<file path="config.mk">
export PLATFORM = sky130hd
export DESIGN_NAME = oe_ctrl_serializer
export DESIGN_NICKNAME = d
export VERILOG_FILES = /design/src/rtl/oecs_pkg.sv /design/src/rtl/oecs_slot_timer.sv /design/src/rtl/oecs_rate_latch.sv /design/src/rtl/oecs_enable_mem.sv /design/src/rtl/oe_ctrl_serializer.sv
export SDC_FILE = /design/constraint.sdc
export NUM_CORES = 2
export LEC_CHECK = 0
export ABC_AREA = 1
export CAP_MARGIN = 10
export CORE_ASPECT_RATIO = 0.75
export CORE_MARGIN = 1
export CORE_UTILIZATION = 52
export DETAILED_ROUTE_END_ITERATION = 12
export HOLD_SLACK_MARGIN = 0.05
export PLACE_DENSITY = 0.64
export SYNTH_ARGS = -nofsm -noshare
export SYNTH_HDL_FRONTEND = slang
export SYNTH_SLANG_ARGS = --single-unit
</file>
<file path="constraint.sdc">
create_clock -name clk_i -period 4.4 [get_ports clk_i]
set_clock_uncertainty 0.15 [all_clocks]
set_input_delay 0.88 -clock clk_i [delete_from_list [all_inputs] [get_ports clk_i]]
set_output_delay 0.88 -clock clk_i [all_outputs]
set_load 0.02 [all_outputs]
</file>
<file path="src/rtl/oecs_pkg.sv">
package oecs_pkg;
  localparam int RATE_W = 2;

  typedef enum logic [RATE_W-1:0] {
    RATE_2M  = 2'd0,
    RATE_4M  = 2'd1,
    RATE_8M  = 2'd2,
    RATE_16M = 2'd3
  } rate_e;

  // repeat factor is 2**(RATE_TOP - code)
  localparam logic [RATE_W-1:0] RATE_TOP = 2'd3;
endpackage

</file>
<file path="src/rtl/oecs_slot_timer.sv">
module oecs_slot_timer #(
  parameter int FRAME_LEN  = 2048,
  parameter int FIRST_SLOT = 2039,
  parameter int SW         = 3,
  localparam int CW        = $clog2(FRAME_LEN)
) (
  input  logic          clk_i,
  input  logic          rst_ni,
  input  logic          frame_i,
  output logic [CW-1:0] period_o,
  output logic [SW-1:0] rd_stream_o,
  output logic [CW-SW-1:0] rd_group_o,
  output logic          start_o
);
  logic [CW-1:0] cnt_q;
  logic [CW-1:0] nxt;
  logic [CW-1:0] slot;

  assign period_o = frame_i ? '0 : cnt_q;
  assign nxt      = period_o + 1'b1;
  // look-ahead: slot index of the next period
  assign slot        = nxt + CW'(FRAME_LEN - FIRST_SLOT);
  assign rd_stream_o = slot[SW-1:0];
  assign rd_group_o  = slot[CW-1:SW];
  assign start_o     = (slot == '0);

  always_ff @(posedge clk_i or negedge rst_ni) begin
    if (!rst_ni) cnt_q <= '0;
    else         cnt_q <= nxt;
  end
endmodule

</file>
<file path="src/rtl/oecs_rate_latch.sv">
module oecs_rate_latch
  import oecs_pkg::*;
#(
  parameter int NUM_STREAMS = 8
) (
  input  logic                          clk_i,
  input  logic                          rst_ni,
  input  logic                          load_i,
  input  logic [RATE_W*NUM_STREAMS-1:0] rate_i,
  output logic [RATE_W*NUM_STREAMS-1:0] rate_o
);
  for (genvar s = 0; s < NUM_STREAMS; s++) begin : g_rate
    logic [RATE_W-1:0] r_q;
    always_ff @(posedge clk_i or negedge rst_ni) begin
      if (!rst_ni)     r_q <= RATE_2M;
      else if (load_i) r_q <= rate_i[s*RATE_W +: RATE_W];
    end
    assign rate_o[s*RATE_W +: RATE_W] = r_q;
  end
endmodule

</file>
<file path="src/rtl/oecs_enable_mem.sv">
module oecs_enable_mem #(
  parameter int NUM_STREAMS = 8,
  parameter int NUM_CH      = 256,
  localparam int SW         = $clog2(NUM_STREAMS),
  localparam int CHW        = $clog2(NUM_CH)
) (
  input  logic           clk_i,
  input  logic           rst_ni,
  input  logic           we_i,
  input  logic [SW-1:0]  wr_stream_i,
  input  logic [CHW-1:0] wr_chan_i,
  input  logic           wr_bit_i,
  input  logic [SW-1:0]  rd_stream_i,
  input  logic [CHW-1:0] rd_chan_i,
  output logic           rd_bit_o
);
  logic [NUM_STREAMS-1:0] row_bit;

  for (genvar s = 0; s < NUM_STREAMS; s++) begin : g_row
    logic [NUM_CH-1:0] row_q;
    always_ff @(posedge clk_i or negedge rst_ni) begin
      if (!rst_ni) row_q <= '0;
      else if (we_i && wr_stream_i == SW'(s)) row_q[wr_chan_i] <= wr_bit_i;
    end
    assign row_bit[s] = row_q[rd_chan_i];
  end

  // read sees contents before a same-cycle write
  assign rd_bit_o = row_bit[rd_stream_i];
endmodule

</file>
<file path="src/rtl/oe_ctrl_serializer.sv">
module oe_ctrl_serializer
  import oecs_pkg::*;
#(
  parameter int NUM_STREAMS = 8,
  parameter int FRAME_LEN   = 2048,
  parameter int FIRST_SLOT  = 2039,
  localparam int SW         = $clog2(NUM_STREAMS),
  localparam int NUM_CH     = FRAME_LEN / NUM_STREAMS,
  localparam int CHW        = $clog2(NUM_CH),
  localparam int CW         = $clog2(FRAME_LEN)
) (
  input  logic                          clk_i,
  input  logic                          rst_ni,
  input  logic                          frame_i,
  input  logic [RATE_W*NUM_STREAMS-1:0] rate_i,
  input  logic                          wr_en_i,
  input  logic [SW-1:0]                 wr_stream_i,
  input  logic [CHW-1:0]                wr_chan_i,
  input  logic                          wr_bit_i,
  output logic                          ctrl_o
);
  logic [CW-1:0]                  period;
  logic [SW-1:0]                  rd_stream;
  logic [CHW-1:0]                 rd_group;
  logic [CHW-1:0]                 rd_chan;
  logic                           cf_start;
  logic [RATE_W*NUM_STREAMS-1:0]  rate_flat;
  logic [RATE_W-1:0]              rd_rate;
  logic                           rd_bit;
  logic                           ctrl_q;

  oecs_slot_timer #(
    .FRAME_LEN (FRAME_LEN),
    .FIRST_SLOT(FIRST_SLOT),
    .SW        (SW)
  ) u_timer (
    .clk_i      (clk_i),
    .rst_ni     (rst_ni),
    .frame_i    (frame_i),
    .period_o   (period),
    .rd_stream_o(rd_stream),
    .rd_group_o (rd_group),
    .start_o    (cf_start)
  );

  // rates change only where group 0 begins, so no channel is split
  oecs_rate_latch #(.NUM_STREAMS(NUM_STREAMS)) u_rate (
    .clk_i (clk_i),
    .rst_ni(rst_ni),
    .load_i(cf_start),
    .rate_i(rate_i),
    .rate_o(rate_flat)
  );

  assign rd_rate = rate_flat[rd_stream*RATE_W +: RATE_W];
  assign rd_chan = rd_group >> (RATE_TOP - rd_rate);

  oecs_enable_mem #(
    .NUM_STREAMS(NUM_STREAMS),
    .NUM_CH     (NUM_CH)
  ) u_mem (
    .clk_i      (clk_i),
    .rst_ni     (rst_ni),
    .we_i       (wr_en_i),
    .wr_stream_i(wr_stream_i),
    .wr_chan_i  (wr_chan_i),
    .wr_bit_i   (wr_bit_i),
    .rd_stream_i(rd_stream),
    .rd_chan_i  (rd_chan),
    .rd_bit_o   (rd_bit)
  );

  always_ff @(posedge clk_i or negedge rst_ni) begin
    if (!rst_ni) ctrl_q <= 1'b0;
    else         ctrl_q <= rd_bit;
  end

  assign ctrl_o = ctrl_q;
endmodule

</file>
# Word-level counts from Yosys, hierarchy flattened
# Cells that the tools add are included.
# classes
n_eq_ne,7
shift,2
n_mux,29
magnitude_cmp,4
reduce_logical,11
bitwise_logic,0
addsub,3
mul,0
n_div,0
# op_table
cell,n
bitwise mux 256 bit,8
binary-select mux 1 bit (select 8 bit),8
< comparator 8 x 9 -> 1 bit (second input constant),2
indexed part select 16 x 5 -> 2 bit,1
equality test 3 bit (second input constant),4
adder 11 x 1 -> 11 bit (second input constant),1
adder 11 x 4 -> 11 bit (second input constant),1
logical NOT 11 bit,1
two-way mux 11 bit,1
two-way mux 1 bit,10
logical AND 1 bit,9
demux 1 bit (select 8 bit),1
greater-or-equal comparator 8 x 1 -> 1 bit (second input constant),1
right shift 8 x 2 -> 8 bit,1
equality test 3 x 2 -> 1 bit (second input constant),2
< comparator 3 x 4 -> 1 bit (second input constant),1
binary-select mux 1 bit (select 3 bit),1
equality test 3 x 1 -> 1 bit (second input constant),1
logical NOT 3 bit,1
subtractor 2 bit (first input constant),1
# totals
word_cells,74
inputBits,32
latchBits,0
mem_count,0
mem_bits_ro,0
regBits,2076
ramBits,0

# Logic depth before layout (Yosys ltp)
# depth
depth_word,10
mapped_depth,35
ltp_nobuf,31

# By module
# A second synthesis with hierarchy kept.
# unflattened
hier_cells,13787
area_unflattened_um2,102462.0
# modules_own_cells
module,n_inst,area_each_um2,seq_area_each_um2,cells_per_inst
oecs_enable_mem,1,100234.9,51249.2,13460
oecs_slot_timer,1,1051.0,275.3,160
oecs_rate_latch,1,644.4,400.4,68
oe_ctrl_serializer,1,531.8,25.0,99

# Worst setup path before layout
# OpenSTA, ideal clock, no wires.
# synth_timing
path_kind,input port to flip-flop
start,in frame_i
end,"reg ctrl_q, in the netlist ctrl_o"
path_stages,33
setup_slack_ns,0.275
arrival_ns,3.863
cell_sequence,buf_6 inv_4 nand2_2 inv_2 ha_1 nand3_1 nand2_1 nand2_1 nand2_2 inv_2 nand2_1 nand2_4 inv_4 nand2_1 nand2_1 nand2_1 nand2_2 buf_6 buf_2 clkbuf_1 nand2_1 nand3_1 nand3_1 nand3_1 nand3_1 nand3_1 nand3_1 nand3_1 nand3_1 nand3_1 nand3_1 nand2_1 inv_1
# synth_via
elab_chain_cells,10
word_cells_on_any_way,24
classes_between,3 x add/sub; 2 x shift; 19 x mux
# synth_lines
item,line_no,source
"start, declared",oe_ctrl_serializer.sv:14,"input logic frame_i,"
two-way mux 11 bit *,oecs_slot_timer.sv:19,assign period_o = frame_i ? '0 : cnt_q;
adder 11 x 1 -> 11 bit *,oecs_slot_timer.sv:20,assign nxt = period_o + 1'b1;
adder 11 x 4 -> 11 bit *,oecs_slot_timer.sv:22,assign slot = nxt + CW'(FRAME_LEN - FIRST_SLOT);
indexed part select 16 x 5 -> 2 bit,oe_ctrl_serializer.sv:55,assign rd_rate = rate_flat[rd_stream*RATE_W +: RATE_W];
subtractor 2 bit,oe_ctrl_serializer.sv:56,assign rd_chan = rd_group >> (RATE_TOP - rd_rate);
right shift 8 x 2 -> 8 bit,oe_ctrl_serializer.sv:56,
binary-select mux 1 bit (select 8 bit),oecs_enable_mem.sv:25,assign row_bit[s] = row_q[rd_chan_i];
two-way mux 1 bit (implied by the code),oecs_enable_mem.sv:25,
binary-select mux 1 bit (select 3 bit) *,oecs_enable_mem.sv:29,assign rd_bit_o = row_bit[rd_stream_i];
two-way mux 1 bit (implied by the code) *,oecs_enable_mem.sv:29,
named net rd_bit,oe_ctrl_serializer.sv:29,logic rd_bit;
"end signal, assigned",oe_ctrl_serializer.sv:75,else ctrl_q <= rd_bit;
"end, declared",oe_ctrl_serializer.sv:30,logic ctrl_q;
# The timed path passes the listed nets; every way through them passes the cells marked *. The select of a mux whose other input is x is not followed.
# A chain may end at the register's enable or synchronous reset.

# Final worst setup path
# layout_timing
start,reg u_timer.cnt_q[0]
end,"reg ctrl_q, in the netlist ctrl_o"
# layout_via
elab_chain_cells,10
word_cells_on_any_way,24
classes_between,3 x add/sub; 2 x shift; 19 x mux
# layout_lines
item,line_no,source
"start, declared",oecs_slot_timer.sv:15,logic [CW-1:0] cnt_q;
"start signal, assigned",oecs_slot_timer.sv:29,else cnt_q <= nxt;
two-way mux 11 bit *,oecs_slot_timer.sv:19,
adder 11 x 1 -> 11 bit *,oecs_slot_timer.sv:20,
adder 11 x 4 -> 11 bit *,oecs_slot_timer.sv:22,
indexed part select 16 x 5 -> 2 bit,oe_ctrl_serializer.sv:55,
subtractor 2 bit,oe_ctrl_serializer.sv:56,
right shift 8 x 2 -> 8 bit,oe_ctrl_serializer.sv:56,
binary-select mux 1 bit (select 8 bit),oecs_enable_mem.sv:25,
two-way mux 1 bit (implied by the code),oecs_enable_mem.sv:25,
binary-select mux 1 bit (select 3 bit) *,oecs_enable_mem.sv:29,
two-way mux 1 bit (implied by the code) *,oecs_enable_mem.sv:29,
named net rd_bit,oe_ctrl_serializer.sv:29,
# Marked as above.

==> metrics.md <==
| Metric | Value |
|---|---|
| First-pass GRT wire length | 561.1 mm |
| Mapped Nets | about 14000 |
| Internal power | 36.15 mW |
| Gpl congestion | between 0.9 and 1 |
| Vias in the first global route | 92502 |
| Fill count | 17954 |
| Die area | 206000 um2 |
| Fraction of registers with async set/reset | 1.000 |
| Synth warn | 0 |
| EDFF count, synth | 0 |
| Vias per cell | slightly below 6 |
| Worst-path clk slew | 0.07 ns |
| Final Setup Violations | 0 |
| Floorplan row count | about 140 |
| Design area | 123300 um2 |
| Pin count of the biggest net entering global routing | roughly 180 |
| Drt first-iter violations | 13382 |
| Min Hold Slack | 0.3270 ns |
| Setup TNS | 0 ns |
| DRT Pass-1 Iters | 8 |
| Top FF cell, synth | dfrtp_1 |
| Post-Synthesis Cell Area | 106200 um2 |
| Post-route setup slack | 0.1762 ns |
| GRT Overall Usage | 0.3485 |
| Max cap viols | 0 |
| DRC | 0 |
| Post-route ant nets | 0 |
| CP most frequent cell | nand3_1 |
| Fmax | 236.8 MHz |
| Crit Path Category | flip-flop to flip-flop |
| Crit path largest cell delay | 0.36 ns |
| Worst hold path class | flip-flop to flip-flop |
| Switching part of the total | 0.3291 |
| Status | finished, final reports clean |
| Clock share of power | 0.371 |
| Total CTS buffers | 219 |
| Root Buffer | clkbuf_16 |
| Routed wire length | 367.2 mm |
| Worst path slowest cell | dfrtp_1 |
| Comb power frac | 0.268 |
| Sequential share of the synthesized area | 0.4893 |
| Crit end category | flip-flop |
| Area of the multi-input gates | 46660 um2 |
| Skew-Pair Late Insertion Delay | 0.89 ns |
| Ports | 33 |
| CTS H-tree lvls | 4 |
| Crit path DAT | 4.85 ns |
| Total power | 53.87 mW |
| Detail-routed net length per standard cell | 21.29 um |
| Area after DPL | 113200 um2 |
| Setup crit start kind | flip-flop |
| Clk sinks | 2076 |
| Synth unique cells | 38 |
| Port bufs | 32 |
| Antenna violations before repair | 5 |
| RSZ-0062 raised after global routing | true |
| Crit path buffers/inverters | 9 |
| Synthesis-stage register bit count | 2076 |
| CORE AREA | 202700 um2 |
| Share of post-route cells with drive strength above 1 | 0.09945 |
| Family with the most delay on the worst path | simple AND/OR/NAND/NOR gates |
| CTS Buffer Depth | 4 |
| Data required, critical path | 5.02 ns |
| Slew Limit Headroom | 0.2758 |
| Static Leak | 52.95 nW |
| R2R setup slack | 0.18 ns |
| Die span in y | roughly 400 um |
| Detailed Place HPWL | 229.3 mm |
| Slew @ Worst Pin | 1.082 ns |
| Syn_area_per_cell | 7.393 um2 |
| DIE WIDTH | between 500 and 600 um |
| Hold Violations, Final | 0 |
| # diodes | 0 |
| Final net count | approximately 14000 |
| Max VDD drop | between 300 and 400 uV |
| Grt ovf | 0 |
| Setup WS pre-CTS | -1.528 ns |
| Final max-slew violation count | 0 |
| Mapped Cells | 14360 |
| Final cycle utilization of the critical path | 0.9600 |
| Net Sw Power | 17.73 mW |
| DR vias | 100059 |
| Area grow syn2layout | 16.12% |
| Register area | 51950 um2 |
| Seq pwr share | 0.361 |
| Power Dens Cells | 437.0 nW/um2 |
| Min cycle time layout | 4.224 ns |
| Worst-path fanout max | 23 |
| Starting density of the core | 0.5237 |
| TritonCTS clock tree | yes |
cells by family after synthesis:
group,synth area share
multiplexers,0.001485
flip-flops,0.4893
AND/OR/NAND/NOR,0.2743
AO/OA/AOI/OAI,0.1517
XOR/XNOR,0.0005657
buffers and inverters,0.08227
adder cells (fa/ha/maj),0.0003536
power by group through the flow:
| stage | logic (mW) | clock network [mW] | registers [mW] |
|---|---|---|---|
| 2_1_floorplan | 7.01 | 0 | 19.7 |
| 3_3_place_gp | 12.5 | 0 | 19.8 |
| 3_5_place_dp | 12.6 | 0 | 19.8 |
| 4_1_cts | 13.1 | 20.2 | 19.4 |
| 5_1_grt | 15.3 | 21.0 | 19.5 |
| 6_report | 14.5 | 20.0 | 19.4 |
layout make-up:
cell class                      instances  area share
Sequential cell                      2076      0.4214
Clock inverter                         79    0.009875
Timing Repair Buffer                  786     0.07389
Clock buffer                          313     0.05198
Multi-Input combinational cell      10106      0.3785
Inverter                             1210     0.03718
Tap cell                             2682     0.02722
final timing paths:
kind / from / endpoint / cells after the start
max in group asynchronous: rst_ni / u_mem.g_row[2].row_q[166] / 3
min in group asynchronous: rst_ni / u_mem.g_row[7].row_q[6] / 2
setup reg to reg: u_timer.cnt_q[0] / ctrl_o / 30
hold reg to reg: u_mem.g_row[0].row_q[189] / u_mem.g_row[0].row_q[189] / 2
setup / recovery: u_timer.cnt_q[0] / ctrl_o / 30
hold / removal: u_mem.g_row[0].row_q[189] / u_mem.g_row[0].row_q[189] / 2
synthesized netlist by cell type (18+ instances only):
master    instances  share of area
nand2_1        5306           0.19
o21ai_0        2126           0.10
dfrtp_1        2076           0.49
nand3_1        1355          0.064
inv_1          1196          0.042
clkbuf_1        579          0.020
o211ai_1        510          0.036
buf_2           335          0.016
nor2_1          301          0.011
a21oi_1         145         0.0068
a31oi_1         139         0.0082
or2_2            95         0.0056
or2_1            45         0.0027
buf_1            31         0.0011
nand3b_1         18         0.0013
metrics by stage:
stage	utilization	instances
after floorplan	-	14360
after global placement	0.5584	16806
after detailed placement	0.5584	16806
after CTS	0.5997	17217
after global routing	0.6081	17252
final	0.6081	17252
routing by layer:
metal	part of all wire	global-route usage	routed length, um	up-vias
met5	0.00013	0	49	-
met4	0.032	0.1042	11770	8
met3	0.10	0.06802	37280	606
met2	0.42	0.4961	154000	4821
met1	0.45	0.5324	164100	48052
li1	-	-	-	46572
layout by cell type, fill, tap and decap left out, drive strengths merged:
| master | n |
|---|---|
| ha | 3 |
| dfrtp | 2076 |
| o21bai | 1 |
| clkbuf | 336 |
| buf | 729 |
| o21ai | 2132 |
| o22ai | 1 |
| clkinv | 43 |
| nand3 | 1357 |
| a21oi | 145 |
| xnor2 | 2 |
| clkdlybuf4s50 | 30 |
| bufinv | 31 |
| xor2 | 4 |
| clkinvlp | 5 |
| dlygate4sd3 | 1 |
| nand2 | 5317 |
| nor2 | 308 |
| and2 | 1 |
| or2 | 147 |
| o211ai | 510 |
| bufbuf | 3 |
| mux2 | 14 |
| nand3b | 18 |
| a31oi | 139 |
| inv | 1210 |
| nand4 | 7 |
registers in the layout, indices dropped and copies added (netlist names):
signal,cells
u_rate.g_rate.r_q,16
u_mem.g_row.row_q,2048
u_timer.cnt_q,11
ctrl_o,1
worst min-delay path, delay by kind of cell, from the launching register on:
| kind | cells | cell delay (ns) |
|---|---|---|
| AO/OA/AOI/OAI | 1 | 0.06 |
| AND/OR/NAND/NOR | 1 | 0.05 |
| flip-flops | 1 | 0.34 |
timing repair:
| action | in CTS | in global routing |
|---|---|---|
| hold buffers | 1 | 0 |
| hold endpoints to repair | 75 | 0 |
| setup buffers | 13 | 13 |
| cloned | 5 | 22 |
| setup endpoints to repair | 1 | 1 |
| gates resized for setup | 90 | 209 |
| pin swaps | 11 | 37 |
(Power assumes the default switching activity.)
